## src/rtl/sleep_seq_pkg.sv

```systemverilog
package sleep_seq_pkg;

  typedef enum logic [1:0] {
    ST_AWAKE   = 2'd0,
    ST_ASLEEP  = 2'd1,
    ST_RECOVER = 2'd2
  } slp_state_e;

  // Next state of the sleep controller.
  function automatic slp_state_e slp_next(slp_state_e cur, logic req_seen,
                                          logic recov_last);
    slp_state_e nxt;
    case (cur)
      ST_AWAKE:   nxt = req_seen ? ST_ASLEEP : ST_AWAKE;
      ST_ASLEEP:  nxt = req_seen ? ST_ASLEEP : ST_RECOVER;
      ST_RECOVER: begin
        if (req_seen)        nxt = ST_ASLEEP;
        else if (recov_last) nxt = ST_AWAKE;
        else                 nxt = ST_RECOVER;
      end
      default:    nxt = ST_AWAKE;
    endcase
    return nxt;
  endfunction

  // A command reaches the core unless asleep, or a write during recovery.
  function automatic logic cmd_pass(logic asleep, logic recov, logic sel,
                                    logic wr);
    return sel & ~asleep & ~(recov & wr);
  endfunction

  function automatic logic write_blocked(logic recov, logic sel, logic wr);
    return recov & sel & wr;
  endfunction

endpackage

```

## src/rtl/sleep_req_sync.sv

```systemverilog
module sleep_req_sync #(
  parameter int STAGES = 1
) (
  input  logic clk,
  input  logic rst_n,
  input  logic d_async,
  output logic q_sync
);
  logic [STAGES-1:0] chain;

  generate
    if (STAGES == 1) begin : g_one
      always_ff @(posedge clk or negedge rst_n) begin
        if (!rst_n) chain <= '0;
        else        chain <= d_async;
      end
    end else begin : g_many
      always_ff @(posedge clk or negedge rst_n) begin
        if (!rst_n) chain <= '0;
        else        chain <= {chain[STAGES-2:0], d_async};
      end
    end
  endgenerate

  assign q_sync = chain[STAGES-1];
endmodule

```

## src/rtl/sleep_recov_timer.sv

```systemverilog
module sleep_recov_timer #(
  parameter int RECOV_CYC = 6,
  localparam int CNT_W = $clog2(RECOV_CYC + 1)
) (
  input  logic             clk,
  input  logic             rst_n,
  input  logic             load,
  input  logic             run,
  output logic             last,
  output logic [CNT_W-1:0] cnt
);
  localparam logic [CNT_W-1:0] LOAD_VAL = CNT_W'(RECOV_CYC);
  localparam logic [CNT_W-1:0] ONE      = CNT_W'(1);

  always_ff @(posedge clk or negedge rst_n) begin
    if (!rst_n)                 cnt <= '0;
    else if (load)              cnt <= LOAD_VAL;
    else if (run && cnt != '0)  cnt <= cnt - ONE;
  end

  assign last = run && (cnt == ONE);
endmodule

```

## src/rtl/sleep_cmd_gate.sv

```systemverilog
module sleep_cmd_gate
  import sleep_seq_pkg::*;
#(
  parameter int ADDR_W = 8
) (
  input  logic              clk,
  input  logic              rst_n,
  input  logic              asleep,
  input  logic              recov,
  input  logic              cmd_sel,
  input  logic              cmd_wr,
  input  logic [ADDR_W-1:0] cmd_addr,
  output logic              core_sel,
  output logic              core_wr,
  output logic [ADDR_W-1:0] core_addr,
  output logic              blocked_evt,
  output logic              err_q
);
  always_comb begin
    core_sel    = cmd_pass(asleep, recov, cmd_sel, cmd_wr);
    core_wr     = core_sel & cmd_wr;
    core_addr   = core_sel ? cmd_addr : '0;
    blocked_evt = write_blocked(recov, cmd_sel, cmd_wr);
  end

  always_ff @(posedge clk or negedge rst_n) begin
    if (!rst_n) err_q <= 1'b0;
    else        err_q <= blocked_evt;
  end
endmodule

```

## src/rtl/sleep_seq.sv

```systemverilog
module sleep_seq
  import sleep_seq_pkg::*;
#(
  parameter int ADDR_W      = 8,
  parameter int SYNC_STAGES = 1,
  parameter int RECOV_CYC   = 6
) (
  input  logic              clk,
  input  logic              rst_n,
  input  logic              sleep_req,
  input  logic              burst_busy,
  input  logic              cmd_sel,
  input  logic              cmd_wr,
  input  logic [ADDR_W-1:0] cmd_addr,
  output logic              sleep_active,
  output logic              recovering,
  output logic              out_hiz,
  output logic              force_desel,
  output logic              core_sel,
  output logic              core_wr,
  output logic [ADDR_W-1:0] core_addr,
  output logic              wr_block_err
);
  localparam int CNT_W = $clog2(RECOV_CYC + 1);

  slp_state_e       state, state_nxt;
  logic             req_seen;
  logic             recov_last;
  logic [CNT_W-1:0] recov_cnt;
  logic             entry_evt;
  logic             exit_evt;
  logic             blocked_evt;
  logic             busy_at_entry;

  sleep_req_sync #(.STAGES(SYNC_STAGES)) u_sync (
    .clk    (clk),
    .rst_n  (rst_n),
    .d_async(sleep_req),
    .q_sync (req_seen)
  );

  assign state_nxt     = slp_next(state, req_seen, recov_last);
  assign entry_evt     = (state == ST_AWAKE) && req_seen;
  assign exit_evt      = (state == ST_ASLEEP) && !req_seen;
  assign busy_at_entry = entry_evt && burst_busy;

  always_ff @(posedge clk or negedge rst_n) begin
    if (!rst_n) state <= ST_AWAKE;
    else        state <= state_nxt;
  end

  sleep_recov_timer #(.RECOV_CYC(RECOV_CYC)) u_timer (
    .clk  (clk),
    .rst_n(rst_n),
    .load (exit_evt),
    .run  (state == ST_RECOVER),
    .last (recov_last),
    .cnt  (recov_cnt)
  );

  assign sleep_active = (state == ST_ASLEEP);
  assign recovering   = (state == ST_RECOVER);
  assign out_hiz      = sleep_active;
  assign force_desel  = sleep_active;

  sleep_cmd_gate #(.ADDR_W(ADDR_W)) u_gate (
    .clk        (clk),
    .rst_n      (rst_n),
    .asleep     (sleep_active),
    .recov      (recovering),
    .cmd_sel    (cmd_sel),
    .cmd_wr     (cmd_wr),
    .cmd_addr   (cmd_addr),
    .core_sel   (core_sel),
    .core_wr    (core_wr),
    .core_addr  (core_addr),
    .blocked_evt(blocked_evt),
    .err_q      (wr_block_err)
  );
endmodule

```

## config.mk

```make
export PLATFORM = sky130hd
export DESIGN_NAME = sleep_seq
export DESIGN_NICKNAME = d
export VERILOG_FILES = /design/src/rtl/sleep_seq_pkg.sv /design/src/rtl/sleep_req_sync.sv /design/src/rtl/sleep_recov_timer.sv /design/src/rtl/sleep_cmd_gate.sv /design/src/rtl/sleep_seq.sv
export SDC_FILE = /design/constraint.sdc
export NUM_CORES = 1
export LEC_CHECK = 0
export BUFFER_PORTS_ARGS = -buffer_cell sky130_fd_sc_hd__buf_2
export CAP_MARGIN = 20
export CORE_MARGIN = 4
export CORE_UTILIZATION = 31
export CTS_BUF_LIST = sky130_fd_sc_hd__clkbuf_4 sky130_fd_sc_hd__clkbuf_8
export DETAILED_ROUTE_END_ITERATION = 12
export GPL_ROUTABILITY_DRIVEN = 0
export GPL_TIMING_DRIVEN = 0
export SLEW_MARGIN = 30
export SYNTH_ARGS = -nofsm -noshare
export SYNTH_HDL_FRONTEND = slang
export SYNTH_SLANG_ARGS = --single-unit
```

## constraint.sdc

```tcl
create_clock -name clk -period 1.52 [get_ports clk]
set_input_delay 0 -clock clk [delete_from_list [all_inputs] [get_ports clk]]
set_output_delay 0 -clock clk [all_outputs]
set_load 0.03 [all_outputs]
```

=== Yosys cells after proc, flatten, opt, wreduce, memory -nomap -nowiden ===
Cells that the tools add are included.

* Bits of input ports: 14
* Register bits after elaboration: 7
* Word-level logic and storage cells: 31

* Reduce and logical (&&, ||, !) cells: 7
* Add/sub/neg operators: 1
* Multiplexer cells: 8
* Equality and inequality tests: 3
* Bitwise logic cells: 8

{| class="wikitable"
|+ Operators with widths
! cell !! number
|-
| two-way mux 8 bit || 1
|-
| bitwise AND 1 bit || 6
|-
| two-way mux 2 bit || 3
|-
| two-way mux 3 bit || 2
|-
| one-hot mux 2 bit (3 select lines) || 1
|-
| == test 3 x 1 -> 1 bit, second input constant || 1
|-
| logical AND 1 bit || 3
|-
| nonzero test 3 bit || 1
|-
| subtractor 3 x 1 -> 3 bit, second input constant || 1
|-
| == test 2 x 1 -> 1 bit, second input constant || 1
|-
| == test 2 bit, second input constant || 1
|-
| logical NOT 2 bit || 1
|-
| NOT 1 bit || 2
|-
| nonzero test 2 bit || 1
|-
| logical NOT 1 bit || 1
|-
| two-way mux 1 bit || 1
|}

=== Longest topological paths before layout ===
Gate-level depths: netlist of the first run.

* Depth in word-level cells: 5
* Mapped depth: 6
* Depth with buffers taken out: 6

=== Hierarchy ===
Synthesis of the first run repeated with hierarchy kept, for this count alone.

* Cell total of the unflattened synthesis: 45
* Area, all modules: 519.2 um^2

{| class="wikitable"
|+ By module, submodules not included
! module !! times used !! cells an instance !! area each (um^2) !! sequential area each (um^2)
|-
| sleep_recov_timer || 1 || 18 || 202.7 || 75.1
|-
| sleep_cmd_gate || 1 || 16 || 182.7 || 25.0
|-
| sleep_seq || 1 || 10 || 108.9 || 50.0
|-
| sleep_req_sync || 1 || 1 || 25.0 || 25.0
|}

=== Worst setup path before layout of the first run ===
No wires, ideal clock.

* Path type: reg-to-output
* Start: reg state[0]
* End: out core_addr[0]
* Arrival: 1.559 ns
* Cell stages (with the launch flop): 4
* Data required time: 1.520 ns
* Setup slack: -0.039 ns
* Buffers on the path: 0
* Cell sequence: dfrtp_1 nor2b_2 a211oi_4 and2_1

* Word-level cells in the longest chain between the ends: 5
* Elaborated cells on any way between the ends: 8

{| class="wikitable"
|+ Ends and longest elaborated chain
! element !! RTL line !! text
|-
| start, declared || sleep_seq.sv:26 || <nowiki>slp_state_e state, state_nxt;</nowiki>
|-
| start signal, assigned || sleep_seq.sv:49 || <nowiki>else state <= state_nxt;</nowiki>
|-
| == test 2 x 1 -> 1 bit || sleep_seq.sv:61 || <nowiki>assign sleep_active = (state == ST_ASLEEP);</nowiki>
|-
| named net force_desel || sleep_seq.sv:18 || <nowiki>output logic force_desel,</nowiki>
|-
| NOT 1 bit || sleep_seq_pkg.sv:29 || <nowiki>return sel & ~asleep & ~(recov & wr);</nowiki>
|-
| bitwise AND 1 bit (2 in a row) || sleep_seq_pkg.sv:29 ||
|-
| named net core_sel || sleep_seq.sv:19 || <nowiki>output logic core_sel,</nowiki>
|-
| two-way mux 8 bit || sleep_cmd_gate.sv:22 || <nowiki>core_addr = core_sel ? cmd_addr : '0;</nowiki>
|-
| end, declared || sleep_seq.sv:21 || <nowiki>output logic [ADDR_W-1:0] core_addr,</nowiki>
|}

The timed path passes the listed nets, and every way through them passes these cells.

=== Worst setup path after layout of the first run ===
* Start: reg u_timer.cnt[0]
* End: reg u_timer.cnt[1]

* Word-level cells in the longest chain between the ends: 3
* Elaborated cells on any way between the ends: 6

{| class="wikitable"
|+ Ends and longest elaborated chain
! element !! RTL line !! text
|-
| start, declared || sleep_recov_timer.sv:10 || <nowiki>output logic [CNT_W-1:0] cnt</nowiki>
|-
| start signal, assigned || sleep_recov_timer.sv:18 || <nowiki>else if (run && cnt != '0) cnt <= cnt - ONE;</nowiki>
|-
| subtractor 3 x 1 -> 3 bit / nonzero test 3 bit (equally long branches) || sleep_recov_timer.sv:18 ||
|-
| two-way mux 3 bit / logical AND 1 bit (equally long branches) || sleep_recov_timer.sv:18 ||
|-
| two-way mux 3 bit / nonzero test 2 bit (equally long branches) || -- ||
|}

Several ways; a longest one is shown, not always the timed one. The select of a mux whose other input is x is not followed.
A chain may end at the register's enable or synchronous reset.

==> results of run 1 <==
-- synth_stat cells --
| cell type | instances |
|---|---|
| and2_1 | 8 |
| dfrtp_1 | 7 |
| inv_1 | 4 |
| nor2_1 | 4 |
| a21oi_1 | 3 |
| ha_1 | 3 |
| nand2_1 | 3 |
| buf_4 | 2 |
| nor4b_1 | 2 |
| o21ai_0 | 2 |
| a211oi_4 | 1 |
| a21boi_0 | 1 |
| and3_1 | 1 |
| nand2b_1 | 1 |
| nor2b_1 | 1 |
| nor2b_2 | 1 |
| nor2b_4 | 1 |
| nor3_1 | 1 |
| o221a_1 | 1 |
| or2_1 | 1 |
-- flip-flops by register name, indices dropped and copies added, names as in the netlist --
signal,flops
state,2
u_sync.q_sync,1
u_gate.err_q,1
u_timer.cnt,3
-- layout make-up --
class	count	area [sq um]	area share [%]
plain buffers	2	15.0	1.88
clock buffers	3	22.5	2.81
clock inverters	1	5.00	0.625
inverters	4	15.0	1.88
multi-input cells	36	300	37.5
flip-flops and latches	7	178	22.2
well taps	15	18.8	2.34
repair buffers	34	246	30.8
-- path summary, 6_finish.rpt --
kind	slack, ns	cells after the start	start	endpoint
min in group asynchronous	0.11	2	rst_n	u_timer.cnt[0]$_DFFE_PN0P_
setup reg to reg	0.04	6	u_timer.cnt[0]$_DFFE_PN0P_	u_timer.cnt[1]$_DFFE_PN0P_
max in group asynchronous	1.24	2	rst_n	state[1]$_DFF_PN0_
hold reg to reg	0.45	1	u_sync.q_sync$_DFF_PN0_	state[1]$_DFF_PN0_
hold / removal	0.02	2	cmd_sel	u_gate.err_q$_DFF_PN0_
setup / recovery	0.04	6	u_timer.cnt[0]$_DFFE_PN0P_	u_timer.cnt[1]$_DFFE_PN0P_
-- per-stage QoR --
step / area, sq um / power, mW / hold slack (ns) / instances
final: 801 / 0.694 / 0.0189 / 102
after CTS: 682 / 0.635 / 0.0193 / 97
after floorplan: 453 / 0.377 / -0.296 / 48
after global placement: 607 / 0.437 / -0.160 / 90
after detailed placement: 607 / 0.443 / -0.157 / 90
after global routing: 801 / 0.735 / 0.0306 / 102
-- logic make-up after synthesis --
group	Yosys count
flops	7
simple gates	24
buf+inv	6
compound gates	8
fa+ha+maj	3
-- power breakdown --
group | switching, mW | internal (mW)
Clock | 0.0803 | 0.0967
Sequential | 0.0212 | 0.208
Combinational | 0.152 | 0.135
-- per-layer routing --
layer	vias to the layer above	global-route usage (%)	wire [microns]	share of wire (%)
met5	-	0	0	0
met1	217	13.2	489	38
met3	3	3.52	47	3.6
met4	0	5.11	8	0.62
li1	236	-	-	-
met2	9	20.1	753	58
-- worst max-delay path, delay by kind of cell (launching register included) --
family	cells	cell delay, ns
AOI/OAI and AO/OA	2	0.26
buffers and inverters	1	0.08
DFF	1	0.37
adders and majority gates	2	0.40
and+or+nand+nor	1	0.25
-- repair_timing --
action / CTS / global route
pin swaps: 1 / 4
resized for setup: 7 / 27
gates cloned: 1 / 0
endpoints found under the setup margin: 9 / 11
hold buffers: 2 / 0
endpoints found under the hold margin: 8 / 0
buffers inserted: 0 / 5
==> flow_summary_export.csv, run 1 <==
group,metric,value,unit
status,status,"complete, no violations",
cts,clock_tree.root_cell,"clkbuf_4",
worst_setup_path,timing.critical_path.to_type,"flop",
worst_setup_path,ws_path_type,"flop to flop",
synth,synth_largest_area_cell,"dfrtp_1",
cts,cts.htree.levels,1,
route,drt_drc_violations_left,0,
layout,postLayoutCoreUtil,60.0,%
route,wirelength,1.30,mm
synth,yosys.area_share.adder,8.29,%
synth,yosysWarnings,0,
sta,final_period_minus_worst_setup_slack,1.48,ns
floorplanning,core.rowCount,13,
sta,slew-limit-headroom,77.2,%
route,avgViaCountPerCell,4.56,
power,ir_worst_vdd,473,uV
layout,nets,105,
sta,setup_total_negative_slack,0,ns
sta,max_slew.worst_pin.slew,0.337,ns
global_route,grt_start_max_net_pins,10,
layout,nFillCells,124,
sta,setup_violations,0,
power,p_leak,0.414,nW
sta,setup_repair_after_global_routing_missed_its_margin,"true",
synth,synth-simple-area-share,32.3,%
synth,synthCells,48,
cts,insertion_delay,0.26,ns
route,dr_total_vias,465,
route,antenna_violating_nets_post_route,0,
worst_hold_path,min_path_type,"primary input to flop",
worst_setup_path,timing.critical_path.required,1.66,ns
cts,cts_tree,"yes",
place,hpwl,871,microns
floorplanning,die_w,46.2,microns
worst_setup_path,crit_chain,"inv_1 > ha_1 > ha_2 > or2_4 > a21oi_1 > o21ai_1",
worst_setup_path,startpoint_type,"flop",
worst_setup_path,worst_path_largest_cell_delay,0.37,ns
synth,ys_seq_area_share,38.7,%
cts,cts-buffers-inserted,3,
sta,fmaxAchievable,0.674,GHz
synth,ys_top_cells_by_area,"dfrtp_1 (39%), and2_1 (11%), ha_1 (8.3%)",
global_route,grt_antenna_before_repair,0,
sta,fin_skew,0.000442,ns
synth,compound_gate_fraction_of_synth_area,14.1,%
synth,syn_area_per_cell,9.44,sq um
synth,yosys.area_share.xor_xnor,0,%
synth,yosys-mux-area-fraction,0,%
sta,finalMaxSlewViolations,0,
floorplanning,dieHeight,46.2,microns
layout,insertedDiodeCount,0,
layout,layout_commonest_cell,"buf_2",
route,first_iter_violations,4,
sta,layout_setup_ws,0.0354,ns
synth,synth_top_area_share,38.7,%
layout,most-common-layout-cells,"buf_2 (19), buf_6 (9), buf_4 (6), and2_4 (5), dfrtp_1 (5)",
cts,cts.sinks,7,
layout,post_route_cells_drive_above_1_share,60.9,%
global_route,global_route_wire_length_before_repair,1.76,mm
worst_setup_path,critPathMaxFanout,4,
global_route,gr-total-overflow,0,
cts,cts_buffer_depth,2,
sta,final_hold_viol_count,0,
route,routedWlPerCell,12.7,microns
worst_setup_path,worst_path_max_delay_cell,"dfrtp_1",
route,detail_route.first_pass.iterations,2,
sta,layout_worst_path_cycle_share,97.7,%
synth,synth_cell_type_count,20,
place,buffer_ports.inserted,27,
synth,syn-cell-area,453,sq um
floorplanning,dieArea,0.00214,sq mm
cts,path_clk_slew,0.06,ns
worst_setup_path,timing.critical_path.arrival,1.62,ns
global_route,grt_pass1_vias,403,
floorplanning,initial_core_util,34.0,%
global_route,globalRouteTotalUtil,11.7,%
flow_run,max_cap_viol_count,0,
synth,main_combinational_cell_family_by_area_after_synthesis,"simple AND/OR/NAND/NOR gates",
place,dp_worst_setup_slack,0.0256,ns
layout,areaGrowthSynthToFinish,76.8,%
floorplanning,core-area,0.00133,sq mm
floorplanning,io_pins,29,
synth,register_bit_total_from_synthesis,7,
synth,synth_nets,65,
power,power_density,867,mW/mm^2
Note: power is estimated with default switching activity, not from simulation.
==> run 2, diff against run 1 <==
--- a/config.mk
+++ b/config.mk
@@ -13,6 +13,7 @@
 export DETAILED_ROUTE_END_ITERATION = 12
 export GPL_ROUTABILITY_DRIVEN = 0
 export GPL_TIMING_DRIVEN = 0
+export RECOVER_POWER = 100
 export SLEW_MARGIN = 30
 export SYNTH_ARGS = -nofsm -noshare
 export SYNTH_HDL_FRONTEND = slang
==> flow_summary_export.csv, run 2 (synthesis results as in run 1) <==
group,metric,value,unit
layout,nFillCells,125,
global_route,gr-total-overflow,0,
floorplanning,core-area,0.00133,sq mm
layout,largest_register,"u_timer.cnt",
layout,layout_commonest_cell,"buf_2",
cts,clock_tree.root_cell,"clkbuf_4",
floorplanning,dieArea,0.00214,sq mm
worst_setup_path,timing.critical_path.to_type,"flop",
route,dr_total_vias,465,
route,detail_route.first_pass.iterations,2,
worst_hold_path,timing.hold.worst_path_depth,2,
power,ir_worst_vdd,473,uV
route,routedWlPerCell,12.7,microns
route,first_iter_violations,4,
sta,final_period_minus_worst_setup_slack,1.48,ns
layout,largest_register_ffs,3,
worst_setup_path,r2r-start,"u_timer.cnt[0]$_DFFE_PN0P_",
sta,layout_worst_path_cycle_share,97.7,%
route,wirelength,1.30,mm
worst_setup_path,ff2ff_setup_slack,0.04,ns
cts,insertion_delay,0.26,ns
floorplanning,dieHeight,46.2,microns
sta,fmaxAchievable,0.674,GHz
worst_hold_path,min-delay-start,"cmd_sel",
layout,insertedDiodeCount,0,
worst_setup_path,startpoint_type,"flop",
floorplanning,core.rowCount,13,
place,buffer_ports.inserted,27,
flow_run,max_cap_viol_count,0,
power,p_leak,0.411,nW
cts,path_clk_slew,0.06,ns
sta,final.hold.worst_slack,0.0189,ns
floorplanning,die_w,46.2,microns
cts,cts.sinks,7,
floorplanning,initial_core_util,34.0,%
cts,cts-buffers-inserted,3,
sta,slew-limit-headroom,74.8,%
status,status,"complete, no violations",
layout,areaGrowthSynthToFinish,76.5,%
layout,largest_registers,"u_timer.cnt (3), state (2)",
worst_setup_path,timing.critical_path.arrival,1.62,ns
cts,cts.htree.levels,1,
global_route,grt_antenna_before_repair,0,
power,finalPower,0.694,mW
global_route,global_route_wire_length_before_repair,1.76,mm
layout,area.sequential,178,sq um
layout,nets,105,
sta,setup_repair_after_global_routing_missed_its_margin,"true",
route,avgViaCountPerCell,4.56,
cts,cts_tree,"yes",
sta,finalMaxSlewViolations,0,
worst_setup_path,critPathMaxFanout,4,
place,hpwl,871,microns
layout,post_route_cells_drive_above_1_share,59.8,%
global_route,globalRouteTotalUtil,11.7,%
worst_setup_path,reg2regPathDepth,6,
worst_hold_path,min_path_type,"primary input to flop",
worst_setup_path,ws_path_type,"flop to flop",
global_route,grt_pass1_vias,403,
cts,cts_buffer_depth,2,
worst_setup_path,timing.critical_path.required,1.66,ns
route,antenna_violating_nets_post_route,0,
layout,multi_input_comb_area,300,sq um
global_route,grt_start_max_net_pins,10,
sta,fin_skew,0.000419,ns
sta,max_slew.worst_pin.slew,0.379,ns
sta,final_hold_viol_count,0,
sta,setup_violations,0,
route,drt_drc_violations_left,0,
worst_setup_path,r2r-end,"u_timer.cnt[1]$_DFFE_PN0P_",
power,power_density,868,mW/mm^2
layout,most-common-layout-cells,"buf_2 (18), buf_6 (9), buf_4 (6), and2_4 (5), dfrtp_1 (5)",
floorplanning,io_pins,29,
worst_hold_path,worst_hold_path.endpoint,"u_gate.err_q$_DFF_PN0_",
run 2: changes by cell type in the layout (fill, tap and decap cells not counted), sizes merged:
cell | before | now
buf | 34 | 33
clkbuf | 3 | 4
run 2: cell type report:
type,instances,share of cell area [%]
Clock inverter,1,0.626
Timing Repair Buffer,34,30.7
Sequential cell,7,22.2
Buffer,2,1.88
Clock buffer,3,2.82
Multi-Input combinational cell,36,37.6
Inverter,4,1.88
Tap cell,15,2.35
run 2: where the power goes:
group          switching [mW]  internal [mW]  leakage [nW]
Sequential             0.0212          0.208        0.0811
Clock                  0.0803         0.0967        0.0177
Combinational           0.152          0.135         0.313
Total                   0.254          0.440         0.411
run 2: metrics by stage:
step / utilization, % / cells / worst slack, ns / TNS [ns] / area, sq um
final: 59.9 / 102 / 0.0354 / 0 / 800
after global routing: 59.9 / 102 / -0.0353 / -0.208 / 800
after CTS: 51.1 / 97 / 0.00283 / 0 / 682
after detailed placement: 45.5 / 90 / 0.0256 / 0 / 607
after global placement: 45.5 / 90 / 0.0628 / 0 / 607
after floorplan: - / 48 / 0.0129 / 0 / 453
run 2: routing by layer:
metal | vias up | global-route usage [%] | share of wire [%]
li1 | 236 | - | -
met1 | 217 | 13.2 | 38
met2 | 9 | 20.1 | 58
met3 | 3 | 3.52 | 3.6
met4 | 0 | 5.11 | 0.62
met5 | - | 0 | 0
run 2: worst max-delay path: stages (launching register included):
cell and delay (ns):
dfrtp_1 0.37, inv_1 0.08, ha_1 0.21, ha_2 0.19, or2_4 0.25, a21oi_1 0.17, o21ai_1 0.09
run 2: what timing repair did:
action,CTS,global route
resized for setup,7,27
endpoints found under the setup margin,9,11
pin swaps,1,4
hold endpoints to repair,8,0
hold buffers,2,0
buffers inserted,0,5
cloned,1,0
run 2: worst max-delay path by stage:
stage	start	end	slack, ns
after floorplan	state[0]$_DFF_PN0_	core_addr[0]	0.01
after global placement	u_timer.cnt[0]$_DFFE_PN0P_	u_timer.cnt[2]$_DFFE_PN0P_	0.06
after detailed placement	u_timer.cnt[0]$_DFFE_PN0P_	u_timer.cnt[1]$_DFFE_PN0P_	0.03
after CTS	state[0]$_DFF_PN0_	core_addr[4]	0.003
after global routing	state[0]$_DFF_PN0_	core_addr[6]	-0.04
final	u_timer.cnt[0]$_DFFE_PN0P_	u_timer.cnt[1]$_DFFE_PN0P_	0.04
